## config.mk

```make
export PLATFORM = sky130hd
export DESIGN_NAME = wdt_two_stage
export DESIGN_NICKNAME = d
export VERILOG_FILES = /design/src/rtl/wdt_pkg.sv /design/src/rtl/wdt_period_reg.sv /design/src/rtl/wdt_tick_counter.sv /design/src/rtl/wdt_escalate.sv /design/src/rtl/wdt_two_stage.sv
export SDC_FILE = /design/constraint.sdc
export NUM_CORES = 1
export LEC_CHECK = 0
export ABC_AREA = 1
export ABC_CLOCK_PERIOD_IN_PS = 4600
export BUFFER_PORTS_ARGS = -buffer_cell sky130_fd_sc_hd__buf_2
export CAP_MARGIN = 0
export CORE_MARGIN = 2
export CORE_UTILIZATION = 63
export DETAILED_ROUTE_END_ITERATION = 8
export GPL_ROUTABILITY_DRIVEN = 0
export PLACE_DENSITY = 0.86
export SLEW_MARGIN = 5
export SYNTH_ARGS = -nofsm -noshare
export SYNTH_HDL_FRONTEND = slang
export SYNTH_SLANG_ARGS = --single-unit
```

## constraint.sdc

```tcl
create_clock -name clk -period 4.6 [get_ports clk]
set_clock_uncertainty 0.2 [all_clocks]
set_input_delay 0.92 -clock clk [delete_from_list [all_inputs] [get_ports clk]]
set_output_delay 0.92 -clock clk [all_outputs]
set_load 0.03 [all_outputs]
```

## src/rtl/wdt_pkg.sv

```systemverilog
package wdt_pkg;
  localparam int unsigned SEL_W = 3;

  // Base tick counts of the low-speed time base per period code.
  function automatic int unsigned base_ticks(input logic [SEL_W-1:0] code);
    case (code)
      3'd0:    base_ticks = 32'd768;
      3'd1:    base_ticks = 32'd1024;
      3'd2:    base_ticks = 32'd2048;
      3'd3:    base_ticks = 32'd4096;
      3'd4:    base_ticks = 32'd16384;
      3'd5:    base_ticks = 32'd65536;
      default: base_ticks = 32'd262144; // codes 6 and 7
    endcase
  endfunction
endpackage

```

## src/rtl/wdt_period_reg.sv

```systemverilog
module wdt_period_reg
  import wdt_pkg::*;
#(
  parameter int LIM_W      = 19,
  parameter int TICK_SHIFT = 0
) (
  input  logic             clk,
  input  logic             rst,
  input  logic             clear,
  input  logic [SEL_W-1:0] period_sel,
  output logic [LIM_W-1:0] limit
);
  always_ff @(posedge clk) begin
    if (rst || clear)
      limit <= LIM_W'(base_ticks(period_sel) >> TICK_SHIFT);
  end

  // the limit only moves at a clear
  assert_limit_held_R7: assert property (@(posedge clk) disable iff (rst)
    !clear |=> $stable(limit));
endmodule

```

## src/rtl/wdt_tick_counter.sv

```systemverilog
module wdt_tick_counter #(
  parameter int CNT_W = 18,
  parameter int LIM_W = CNT_W + 1
) (
  input  logic             clk,
  input  logic             rst,
  input  logic             tick_en,
  input  logic             clear,
  input  logic [LIM_W-1:0] limit,
  output logic             ovf
);
  logic [CNT_W-1:0] cnt;
  logic             at_end;

  assign at_end = ({1'b0, cnt} == (limit - LIM_W'(1)));
  assign ovf    = tick_en && !clear && at_end;

  always_ff @(posedge clk) begin
    if (rst || clear)  cnt <= '0;
    else if (ovf)      cnt <= '0;
    else if (tick_en)  cnt <= cnt + CNT_W'(1);
  end

  assert_hold_no_tick_R8: assert property (@(posedge clk) disable iff (rst)
    (!tick_en && !clear) |=> $stable(cnt));
  assert_clear_zero_R6: assert property (@(posedge clk) disable iff (rst)
    clear |=> (cnt == '0));
  assert_below_limit_R2: assert property (@(posedge clk) disable iff (rst)
    ({1'b0, cnt} < limit));
endmodule

```

## src/rtl/wdt_escalate.sv

```systemverilog
module wdt_escalate (
  input  logic clk,
  input  logic rst,
  input  logic clear,
  input  logic ovf,
  output logic nmi_pulse,
  output logic rst_req
);
  logic stage1;

  always_ff @(posedge clk) begin
    if (rst) begin
      stage1    <= 1'b0;
      nmi_pulse <= 1'b0;
      rst_req   <= 1'b0;
    end else begin
      nmi_pulse <= ovf && !stage1;
      if (clear)
        stage1 <= 1'b0;
      else if (ovf)
        stage1 <= 1'b1;
      if (ovf && stage1)
        rst_req <= 1'b1;
    end
  end

  assert_nmi_single_R3: assert property (@(posedge clk) disable iff (rst)
    nmi_pulse |=> !nmi_pulse);
  assert_first_ovf_nmi_R3: assert property (@(posedge clk) disable iff (rst)
    (ovf && !stage1) |=> nmi_pulse);
  assert_second_ovf_reset_R4: assert property (@(posedge clk) disable iff (rst)
    (ovf && stage1) |=> (rst_req && !nmi_pulse));
  assert_req_sticky_R5: assert property (@(posedge clk) disable iff (rst)
    rst_req |=> rst_req);
endmodule

```

## src/rtl/wdt_two_stage.sv

```systemverilog
module wdt_two_stage
  import wdt_pkg::*;
#(
  parameter int CNT_W      = 18,
  parameter int TICK_SHIFT = 0
) (
  input  logic             clk,
  input  logic             rst,
  input  logic             tick_en,
  input  logic [SEL_W-1:0] period_sel,
  input  logic             clear,
  output logic             nmi_pulse,
  output logic             rst_req
);
  localparam int LIM_W = CNT_W + 1;

  logic [LIM_W-1:0] limit;
  logic             ovf;

  wdt_period_reg #(.LIM_W(LIM_W), .TICK_SHIFT(TICK_SHIFT)) u_period (
    .clk(clk), .rst(rst), .clear(clear), .period_sel(period_sel), .limit(limit)
  );

  wdt_tick_counter #(.CNT_W(CNT_W), .LIM_W(LIM_W)) u_count (
    .clk(clk), .rst(rst), .tick_en(tick_en), .clear(clear),
    .limit(limit), .ovf(ovf)
  );

  wdt_escalate u_esc (
    .clk(clk), .rst(rst), .clear(clear), .ovf(ovf),
    .nmi_pulse(nmi_pulse), .rst_req(rst_req)
  );

  // a clear suppresses the overflow on its own edge
  assert_clear_wins_R9: assert property (@(posedge clk) disable iff (rst)
    clear |=> !nmi_pulse);
endmodule

```

### Word level (Yosys, flattened, before mapping)

Index checks and enable logic that the tools add are counted.
Widths: inputs -> output; s select.

* reduce and logical (&&, ||, !) cells: 10
* add/sub/neg operators: 2
* eq/ne operators: 6
* mux-type cells: 1

Operators by type and width (number)
* $pmux 19 s6: 1
* $eq 18x19->1: 1
* $sub 19x1->19 const B: 1
* $add 18x1->18 const B: 1
* $eq 3x2->1 const B: 2
* $eq 3x3->1 const B: 2
* $logic_and 1x1->1: 4
* $reduce_or 2->1: 2
* $eq 3x1->1 const B: 1
* $logic_not 3->1: 1
* $logic_not 1->1: 2
* $logic_or 1x1->1: 1

* logic and storage cells: 24
* input port bits: 7
* flip-flop bits (word level): 40

### Depth between registers and ports, before layout

Gate-level depths: netlist of run 1.

* word-level depth: 4
* mapped depth: 14
* depth with buffers taken out: 13

### Modules after synthesis

A second synthesis of run 1 with hierarchy kept.

* cell total of the unflattened synthesis: 324
* area total of the unflattened synthesis: 2139.6 µm²

Modules (own cells, without submodules)
* wdt_tick_counter: cells an instance 278, sequential area each 360.3 µm², area each 1670.4 µm², instances 1
* wdt_period_reg: cells an instance 36, sequential area each 210.2 µm², area each 366.6 µm², instances 1
* wdt_escalate: cells an instance 10, sequential area each 60.1 µm², area each 102.6 µm², instances 1

### Least setup slack after synthesis of run 1

No wires, ideal clock.

* path kind: input to register
* from: in tick_en
* to: reg u_count.cnt[15]
* data required time: 4.286 ns
* buffers on the path: 0
* library setup time: 0.114 ns
* stages on the path: 7
* path slack: 2.539 ns
* arrival time: 1.746 ns
* cells stage by stage: inv_1 -> nor2_1 -> nand2_1 -> nor3_1 -> nand3_1 -> xor2_1 -> nor2_1

* word-level cells in the longest chain between the ends: 3

RTL lines
* start: declaration: RTL line wdt_two_stage.sv:9 `input logic tick_en,`
* $logic_and 1x1->1 (2 in a row): RTL line wdt_tick_counter.sv:16 `assign ovf = tick_en && !clear && at_end;`
* $reduce_or 2->1 (no source line)
* end signal: assignment: RTL line wdt_tick_counter.sv:21 `else if (tick_en) cnt <= cnt + CNT_W'(1);`
* end: declaration: RTL line wdt_tick_counter.sv:12 `logic [CNT_W-1:0] cnt;`

Several ways; a longest one is shown, not always the timed one.
A chain may end at the register's enable or synchronous reset.

### Worst setup path after layout of run 1

* from: reg u_period.limit[9]
* to: reg u_count.cnt[14]

* word-level cells in the longest chain between the ends: 4

RTL lines
* start: declaration: RTL line wdt_period_reg.sv:11 `output logic [LIM_W-1:0] limit`
* start signal: assignment: RTL line wdt_period_reg.sv:15 `limit <= LIM_W'(base_ticks(period_sel) >> TICK_SHIFT);`
* $sub 19x1->19: RTL line wdt_tick_counter.sv:15 `assign at_end = ({1'b0, cnt} == (limit - LIM_W'(1)));`
* $eq 18x19->1: RTL line wdt_tick_counter.sv:15
* $logic_and 1x1->1: RTL line wdt_tick_counter.sv:16
* $reduce_or 2->1 (no source line)

Every way passes these cells.

==> reports/qor.csv, run 1 <==
metric;value;unit
worst hold path class;register to register;
Sw Ratio;26.6;%
grt ovf;0;
Most Frequent Cell on Critical Path;nand2_1;
# rows;17;
cts bufs inserted;3;
CP max stage cell;edfxtp_1;
CP Capture Type;register;
endpoints failing setup;0;
Filler Cell Count;197;
Post-Syn Area;1520;um^2
fin crit period;2.29;ns
syn_area_per_cell;7.03;um^2
Synth cell types;22;
Setup TNS;0;ns
P_leak;0.657;nW
Clk Latency, worst-skew pair;0.34;ns
Post-Route WL;3020;um
most common cell after layout, fill and taps aside;nand2_1;
pwr/cell area;260;nW/um^2
initial core utilization;67.3;%
CP cell instances;inv_2, ha_1, nand2_1, nor2_1, nand2_1, nand2_1, nand2_1, nor2_1, nand2_1, nor2_1, nand2_2, nand2_4, a21oi_1;
DRC viols;0;
status;completed;
port buffer count;8;
Die X-Extent;53.1;um
Clock Path Buffers;2;
pin count of the biggest net entering global routing;19;
footprint of the multi-input gates;748;um^2
sequential area share after synthesis;41.5;%
critical path arrival;2.33;ns
CP Launch Type;register;
most frequent cells in the layout;nand2_1 (51), inv_1 (33), nor2_1 (32);
core box area;2250;um^2
Vias/cell;5.43;
Crit Path Max Fanout;18;
die area;2820;um^2
fin crit share;49.8;%
max_slew headroom;73.6;%
H-tree Lvls;1;
Clock Power Share;25.1;%
Comb power frac;11.9;%
Synth Instances;216;
# Post-CTS Setup Buffers;0;
Syn Nets;225;
pre-CTS setup slack;2.19;ns
Ys Warns;0;
DRT iter0 DRCs;48;
Max VDD drop;252;uV
clk slew on worst S/H paths;0.15;ns
layout cells sized above 1;8.37;%
CTS tree;done;
initial antenna violation count;0;
Max-Cap Viols;0;
hold_buf cts;0;
wire length per cell;11.8;um
ANT cells;0;
Fmax;437;MHz
largest stage delay on the critical path;0.45;ns
Buffers & Inverters on Critical Path;1;
CP Class;register to register;
RSZ-0062 raised after global routing;false;
Register Area;631;um^2
# nets final;237;
# clock sinks;28;
area growth from synthesis to layout;5.94;%
antenna violation net count after detailed routing;0;
Total Routing Usage GR;25.9;%
dpl hpwl;2300;um
post-synthesis register bit count;28;
Pint;0.307;mW
Flop pwr share;63.0;%
Worst Max-Slew Pin Slew;0.393;ns
Crit path max-delay family;simple AND/OR/NAND/NOR gates;
CP required;4.64;ns
Vias;1384;
Detailed Routing Iterations Pass 1;4;
global-route wire length before repair;5340;um
final hold violation count;0;
CTS root buf;clkbuf_4;
fin. max-slew vios;0;
Sw Pwr;0.111;mW
worst setup margin;2.31;ns
PostCTS Resize Cnt;0;
die height;53.1;um
I/O Pins;9;
vias in the first global route;1315;
## registers in the layout, indices dropped and copies added, names as in the netlist
name             cells
u_esc.nmi_pulse      1
u_esc.rst_req        1
u_count.cnt         18
u_period.limit       7
u_esc.stage1         1
## worst paths after layout
path / to / slack, ns / from / depth (start not counted)
max reg2reg: u_count.cnt[14]$_SDFFE_PP0P_ / 2.31 / u_period.limit[9]$_DFFE_PP_ / 13
min: u_esc.nmi_pulse$_SDFF_PP0_ / 0.26 / u_esc.stage1$_SDFFE_PP0P_ / 1
min reg2reg: u_esc.nmi_pulse$_SDFF_PP0_ / 0.26 / u_esc.stage1$_SDFFE_PP0P_ / 1
max: u_count.cnt[14]$_SDFFE_PP0P_ / 2.31 / u_period.limit[9]$_DFFE_PP_ / 13
## cell type report
cell class                      instances  area share, %
Inverter                               34           7.94
Tap cell                               28           2.18
Clock buffer                            3           1.40
Timing Repair Buffer                    8           2.49
Multi-Input combinational cell        153           46.5
Clock inverter                          1          0.233
Sequential cell                        28           39.2
## power by group through the flow
stage | sequential, mW | clock, mW | combinational, mW
floorplan | 0.268 | 0 | 0.0378
finish | 0.264 | 0.105 | 0.0499
CTS | 0.264 | 0.106 | 0.0496
global route | 0.265 | 0.114 | 0.0588
detailed placement | 0.269 | 0 | 0.0491
global placement | 0.269 | 0 | 0.0468
## kinds of logic (layout without fill, tap and decap cells)
kind of cell	after synthesis	count (layout)	synth area share [%]
adder cells (fa/ha/maj)	2	2	1.65
buffers and inverters	35	46	9.15
flip-flops	28	28	41.5
XOR/XNOR	13	13	7.50
AND/OR/NAND/NOR	126	126	36.0
AO/OA/AOI/OAI	12	12	4.12
## synthesized netlist by cell type
master / count / area (um^2)
nor2_2: 2 / 12.5
nand4_1: 3 / 18.8
nand3_1: 19 / 95.1
nand3b_1: 1 / 7.51
nand2_2: 2 / 12.5
ha_1: 2 / 25.0
edfxtp_1: 7 / 210
inv_1: 33 / 124
or2_2: 2 / 12.5
o21ai_0: 1 / 5.00
dfxtp_1: 21 / 420
o31ai_1: 1 / 7.51
nor2_1: 32 / 120
buf_6: 1 / 11.3
xor2_1: 10 / 87.6
nor3_1: 13 / 65.1
a21oi_1: 9 / 45.0
xnor2_1: 3 / 26.3
inv_2: 1 / 3.75
nand2_1: 51 / 191
nand2_4: 1 / 11.3
o21ai_1: 1 / 5.00
## metal layers
| layer | up-vias | wire length (um) | track usage (%) | share of wire (%) |
|---|---|---|---|---|
| li1 | 702 | - | - | - |
| met1 | 615 | 1320 | 31.0 | 44 |
| met2 | 62 | 1470 | 46.5 | 49 |
| met3 | 5 | 170 | 3.39 | 5.6 |
| met4 | 0 | 50 | 10.3 | 1.7 |
| met5 | - | 0 | 0 | 0 |
## through the flow
step | std cells | cell area (um^2) | utilization [%] | hold slack [ns] | power [mW]
floorplan | 216 | 1520 | - | 0.221 | 0.306
global placement | 251 | 1580 | 70.1 | 0.236 | 0.316
detailed placement | 251 | 1580 | 70.1 | 0.242 | 0.318
CTS | 255 | 1610 | 71.3 | 0.258 | 0.419
global route | 255 | 1610 | 71.3 | 0.278 | 0.437
finish | 255 | 1610 | 71.3 | 0.257 | 0.419
(Power assumes the default switching activity.)
==> run 2, diff against run 1 <==
--- a/config.mk
+++ b/config.mk
@@ -6,14 +6,14 @@
 export NUM_CORES = 1
 export LEC_CHECK = 0
 export ABC_AREA = 1
-export ABC_CLOCK_PERIOD_IN_PS = 4600
+export ABC_CLOCK_PERIOD_IN_PS = 2200
 export BUFFER_PORTS_ARGS = -buffer_cell sky130_fd_sc_hd__buf_2
 export CAP_MARGIN = 0
 export CORE_MARGIN = 2
-export CORE_UTILIZATION = 63
+export CORE_UTILIZATION = 59
 export DETAILED_ROUTE_END_ITERATION = 8
 export GPL_ROUTABILITY_DRIVEN = 0
-export PLACE_DENSITY = 0.86
+export PLACE_DENSITY = 0.82
 export SLEW_MARGIN = 5
 export SYNTH_ARGS = -nofsm -noshare
 export SYNTH_HDL_FRONTEND = slang
==> constraint.sdc (replaced) <==
create_clock -name clk -period 2.2 [get_ports clk]
set_clock_uncertainty 0.2 [all_clocks]
set_input_delay 0.44 -clock clk [delete_from_list [all_inputs] [get_ports clk]]
set_output_delay 0.44 -clock clk [all_outputs]
set_load 0.03 [all_outputs]
==> reports/qor.csv, run 2 (synthesis results as in run 1) <==
metric;value;unit
Setup TNS;0;ns
dpl hpwl;2160;um
RSZ-0062 raised after global routing;false;
DP Area;1590;um^2
Max VDD drop;568;uV
most common cell after layout, fill and taps aside;nand2_1;
Max-Cap Viols;0;
Reg with most FFs;u_count.cnt;
Detailed Routing Iterations Pass 1;4;
hold_buf cts;0;
Largest register FFs;18;
Final Cell Area;1670;um^2
die height;54.7;um
final core occ;68.0;%
endpoints failing setup;0;
core box area;2450;um^2
max_slew headroom;45.7;%
initial core utilization;61.8;%
grt ovf;0;
largest stage delay on the critical path;0.44;ns
initial antenna violation count;0;
cts bufs inserted;3;
Clk Latency, worst-skew pair;0.33;ns
Vias/cell;5.10;
CP Capture Type;register;
total power;0.920;mW
P_leak;0.687;nW
clk slew on worst S/H paths;0.15;ns
wire length on met3;160;um
vias in the first global route;1055;
status;completed;
DR top layer;met4;
fin. max-slew vios;0;
H-tree Lvls;1;
WL met1;1510;um
final hold violation count;0;
Clock Path Buffers;2;
pin count of the biggest net entering global routing;19;
ANT cells;0;
CP Launch Type;register;
CP required;2.24;ns
DRC viols;0;
# clock sinks;28;
biggest regs;u_count.cnt x18, u_period.limit x7;
pwr/cell area;551;nW/um^2
Buffers & Inverters on Critical Path;2;
# nets final;240;
WL met2;1260;um
most frequent cells in the layout;nand2_1 (51), inv_1 (33), nor2_1 (30);
critical path arrival;2.06;ns
# Post-CTS Setup Buffers;0;
Fmax;496;MHz
port buffer count;8;
Crit Path Max Fanout;6;
non-filler cells, final;260;
worst hold path class;input port to register;
# rows;18;
CP Class;register to register;
CTS root buf;clkbuf_4;
Placed Cells incl. Taps;254;
Crit path max-delay family;simple AND/OR/NAND/NOR gates;
wire length per cell;11.3;um
CTS tree;done;
Worst Max-Slew Pin Slew;0.812;ns
area growth from synthesis to layout;9.98;%
Register Area;631;um^2
WHS;0.0643;ns
Filler Cell Count;215;
Post-Route WL;2950;um
pre-CTS setup slack;0.112;ns
Most Frequent Cell on Critical Path;nand2_1;
fin crit share;91.7;%
fin crit period;2.02;ns
die area;2990;um^2
footprint of the multi-input gates;790;um^2
I/O Pins;9;
Vias;1326;
antenna violation net count after detailed routing;0;
CP max stage cell;edfxtp_1;
worst setup margin;0.183;ns
CP cell instances;inv_2, buf_4, nand2_2, nor2_2, nand2_1, nand2_1, nand2_1, nor2_1, nand2_1, nor2_2, nand2_4, nand2_4, nor2_1;
Die X-Extent;54.7;um
global-route wire length before repair;4600;um
layout cells sized above 1;10.9;%
Total Routing Usage GR;21.6;%
DRT iter0 DRCs;51;
==> run 2: changes by cell type in the layout (fill, tap and decap cells not counted) <==
cell | before | now
nand2_4 | 1 | 3
clkbuf_8 | 0 | 1
clkinv_1 | 1 | 0
nand2_8 | 0 | 1
nor2_1 | 32 | 30
nor2_2 | 2 | 4
buf_4 | 0 | 1
nand2_2 | 2 | 1
==> run 2: what timing repair did <==
action / CTS / global route
endpoints found under the setup margin: 0 / 18
hold endpoints to repair: 0 / 0
resized for setup: 0 / 5
==> run 2: layer usage <==
| layer | global-route usage (%) | vias to the layer above |
|---|---|---|
| met5 | 0 | - |
| met4 | 6.25 | 0 |
| met3 | 3.55 | 2 |
| met2 | 31.9 | 38 |
| met1 | 32.1 | 571 |
| li1 | - | 715 |
==> run 2: cell type report <==
type | instances | share of cell area (%)
clock buffers | 4 | 2.17
repair buffers | 9 | 2.85
inverters | 34 | 7.65
multi-input cells | 155 | 47.3
well taps | 30 | 2.25
flip-flops and latches | 28 | 37.8
==> run 2: path summary, 6_finish.rpt <==
check	start	end	slack (ns)	depth (start not counted)
worst max-delay path	u_period.limit[9]$_DFFE_PP_	u_count.cnt[2]$_SDFFE_PP0P_	0.18	13
worst min-delay path	rst	u_esc.rst_req$_SDFFE_PP0P_	0.06	2
worst max register to register	u_period.limit[9]$_DFFE_PP_	u_count.cnt[2]$_SDFFE_PP0P_	0.18	13
worst min register to register	u_esc.rst_req$_SDFFE_PP0P_	u_esc.rst_req$_SDFFE_PP0P_	0.26	2
==> run 2: report_power, final <==
part           internal, mW  leakage [nW]  switching [mW]
logic                0.0401         0.422          0.0737
registers             0.541         0.244          0.0106
clock network         0.101        0.0210           0.153
total                 0.683         0.687           0.238
==> run 3, diff against run 2 <==
--- a/config.mk
+++ b/config.mk
@@ -10,10 +10,10 @@
 export BUFFER_PORTS_ARGS = -buffer_cell sky130_fd_sc_hd__buf_2
 export CAP_MARGIN = 0
 export CORE_MARGIN = 2
-export CORE_UTILIZATION = 59
+export CORE_UTILIZATION = 57
 export DETAILED_ROUTE_END_ITERATION = 8
 export GPL_ROUTABILITY_DRIVEN = 0
-export PLACE_DENSITY = 0.82
+export PLACE_DENSITY = 0.79
 export SLEW_MARGIN = 5
 export SYNTH_ARGS = -nofsm -noshare
 export SYNTH_HDL_FRONTEND = slang
==> constraint.sdc (replaced) <==
create_clock -name clk -period 2.2 [get_ports clk]
set_clock_uncertainty 0.2 [all_clocks]
set_input_delay 0.11 -clock clk [delete_from_list [all_inputs] [get_ports clk]]
set_output_delay 0.11 -clock clk [all_outputs]
set_load 0.03 [all_outputs]
==> reports/qor.csv, run 3 (synthesis results as in run 1) <==
metric;value;unit
initial antenna violation count;0;
Detailed Routing Iterations Pass 1;4;
global-route wire length before repair;5450;um
core box area;2500;um^2
# nets final;248;
vias in the first global route;1306;
final core occ;70.5;%
port buffer count;8;
WHS;0.255;ns
pwr/cell area;558;nW/um^2
die area;3090;um^2
Reg with most FFs;u_count.cnt;
CTS root buf;clkbuf_4;
Crit Path Max Fanout;9;
I/O Pins;9;
pin count of the biggest net entering global routing;19;
fin crit period;2.09;ns
largest stage delay on the critical path;0.44;ns
Filler Cell Count;207;
H-tree Lvls;1;
critical path arrival;2.16;ns
max_slew headroom;57.9;%
# rows;18;
final hold violation count;0;
# clock sinks;28;
CP Launch Type;register;
Max VDD drop;515;uV
Die X-Extent;55.6;um
initial core utilization;60.7;%
Vias;1386;
Total Routing Usage GR;21.6;%
DRC viols;0;
most common cell after layout, fill and taps aside;nand2_1;
Vias/cell;5.17;
fin crit share;95.2;%
most frequent cells in the layout;nand2_1 (51), inv_1 (33), nor2_1 (31);
Worst Max-Slew Pin Slew;0.630;ns
dpl hpwl;2090;um
Final Cell Area;1760;um^2
endpoints failing setup;0;
status;completed;
layout cells sized above 1;10.5;%
CTS tree;done;
die height;55.6;um
CP required;2.26;ns
P_leak;0.731;nW
CP cell instances;inv_2, ha_2, nand2_1, nor2_1, nand2_1, nand2_1, nand2_1, nor2_1, nand2_1, nor2_2, nand2_4, nand2_4, nor2_1;
grt ovf;0;
Clock Path Buffers;2;
CP Class;register to register;
Fmax;477;MHz
total power;0.983;mW
Most Frequent Cell on Critical Path;nand2_1;
wire length per cell;11.8;um
antenna violation net count after detailed routing;0;
area growth from synthesis to layout;16.1;%
footprint of the multi-input gates;783;um^2
CP Capture Type;register;
clk slew on worst S/H paths;0.15;ns
Max-Cap Viols;0;
DRT iter0 DRCs;68;
Post-Route WL;3160;um
CP max stage cell;edfxtp_1;
ANT cells;0;
fin. max-slew vios;0;
DP Area;1580;um^2
Clk Latency, worst-skew pair;0.34;ns
Register Area;631;um^2
worst hold path class;register to register;
Largest register FFs;18;
cts bufs inserted;3;
biggest regs;u_count.cnt x18, u_period.limit x7;
run 3: cell types whose count changed in the layout (fill, tap and decap cells not counted), sizes merged:
| cell | change |
|---|---|
| buf | +1 |
| dlygate4sd3 | +8 |
| nand2 | -1 |
run 3: final timing paths:
kind,from,to,slack (ns),depth (start not counted)
min reg2reg,u_esc.rst_req$_SDFFE_PP0P_,u_esc.rst_req$_SDFFE_PP0P_,0.26,2
max,u_period.limit[9]$_DFFE_PP_,u_count.cnt[15]$_SDFFE_PP0P_,0.11,13
max reg2reg,u_period.limit[9]$_DFFE_PP_,u_count.cnt[15]$_SDFFE_PP0P_,0.11,13
min,u_esc.rst_req$_SDFFE_PP0P_,u_esc.rst_req$_SDFFE_PP0P_,0.26,2
run 3: per-layer routing:
| layer | GRT usage [%] | wire, um | vias to the layer above |
|---|---|---|---|
| met5 | 0 | 0 | - |
| li1 | - | - | 729 |
| met3 | 2.09 | 125 | 7 |
| met1 | 29.5 | 1470 | 615 |
| met4 | 9.06 | 61 | 0 |
| met2 | 35.2 | 1500 | 35 |
run 3: report_power, final:
part	internal (mW)	total, mW	leakage (nW)	switching (mW)
sequential	0.541	0.551	0.244	0.0103
clock	0.139	0.301	0.0261	0.162
combinational	0.0501	0.131	0.461	0.0807
run 3: final cells by class:
class | instances | share of cell area (%)
Clock buffer | 4 | 2.70
Sequential cell | 28 | 35.8
Multi-Input combinational cell | 154 | 44.5
Inverter | 34 | 7.24
Timing Repair Buffer | 18 | 7.67
Tap cell | 30 | 2.13
run 3: repair_timing:
action,CTS,global route
setup endpoints to repair,2,21
resized for setup,1,4
setup buffers,0,2
cloned,0,1
endpoints found under the hold margin,24,0
hold buffers,8,0
run 3: metrics by stage:
| step | TNS (ns) | cells | worst slack, ns |
|---|---|---|---|
| after floorplan | 0 | 216 | 0.180 |
| after global placement | 0 | 253 | 0.115 |
| after detailed placement | 0 | 253 | 0.0319 |
| after CTS | 0 | 265 | 0.0228 |
| after global routing | -0.0506 | 268 | -0.00973 |
| final | 0 | 268 | 0.105 |
run 3: critical path: cells and delay by family, from the launching register on:
family	cells	cell delay (ns)
buffers and inverters	1	0.08
DFF	1	0.44
and+or+nand+nor	11	1.10
adders and majority gates	1	0.20
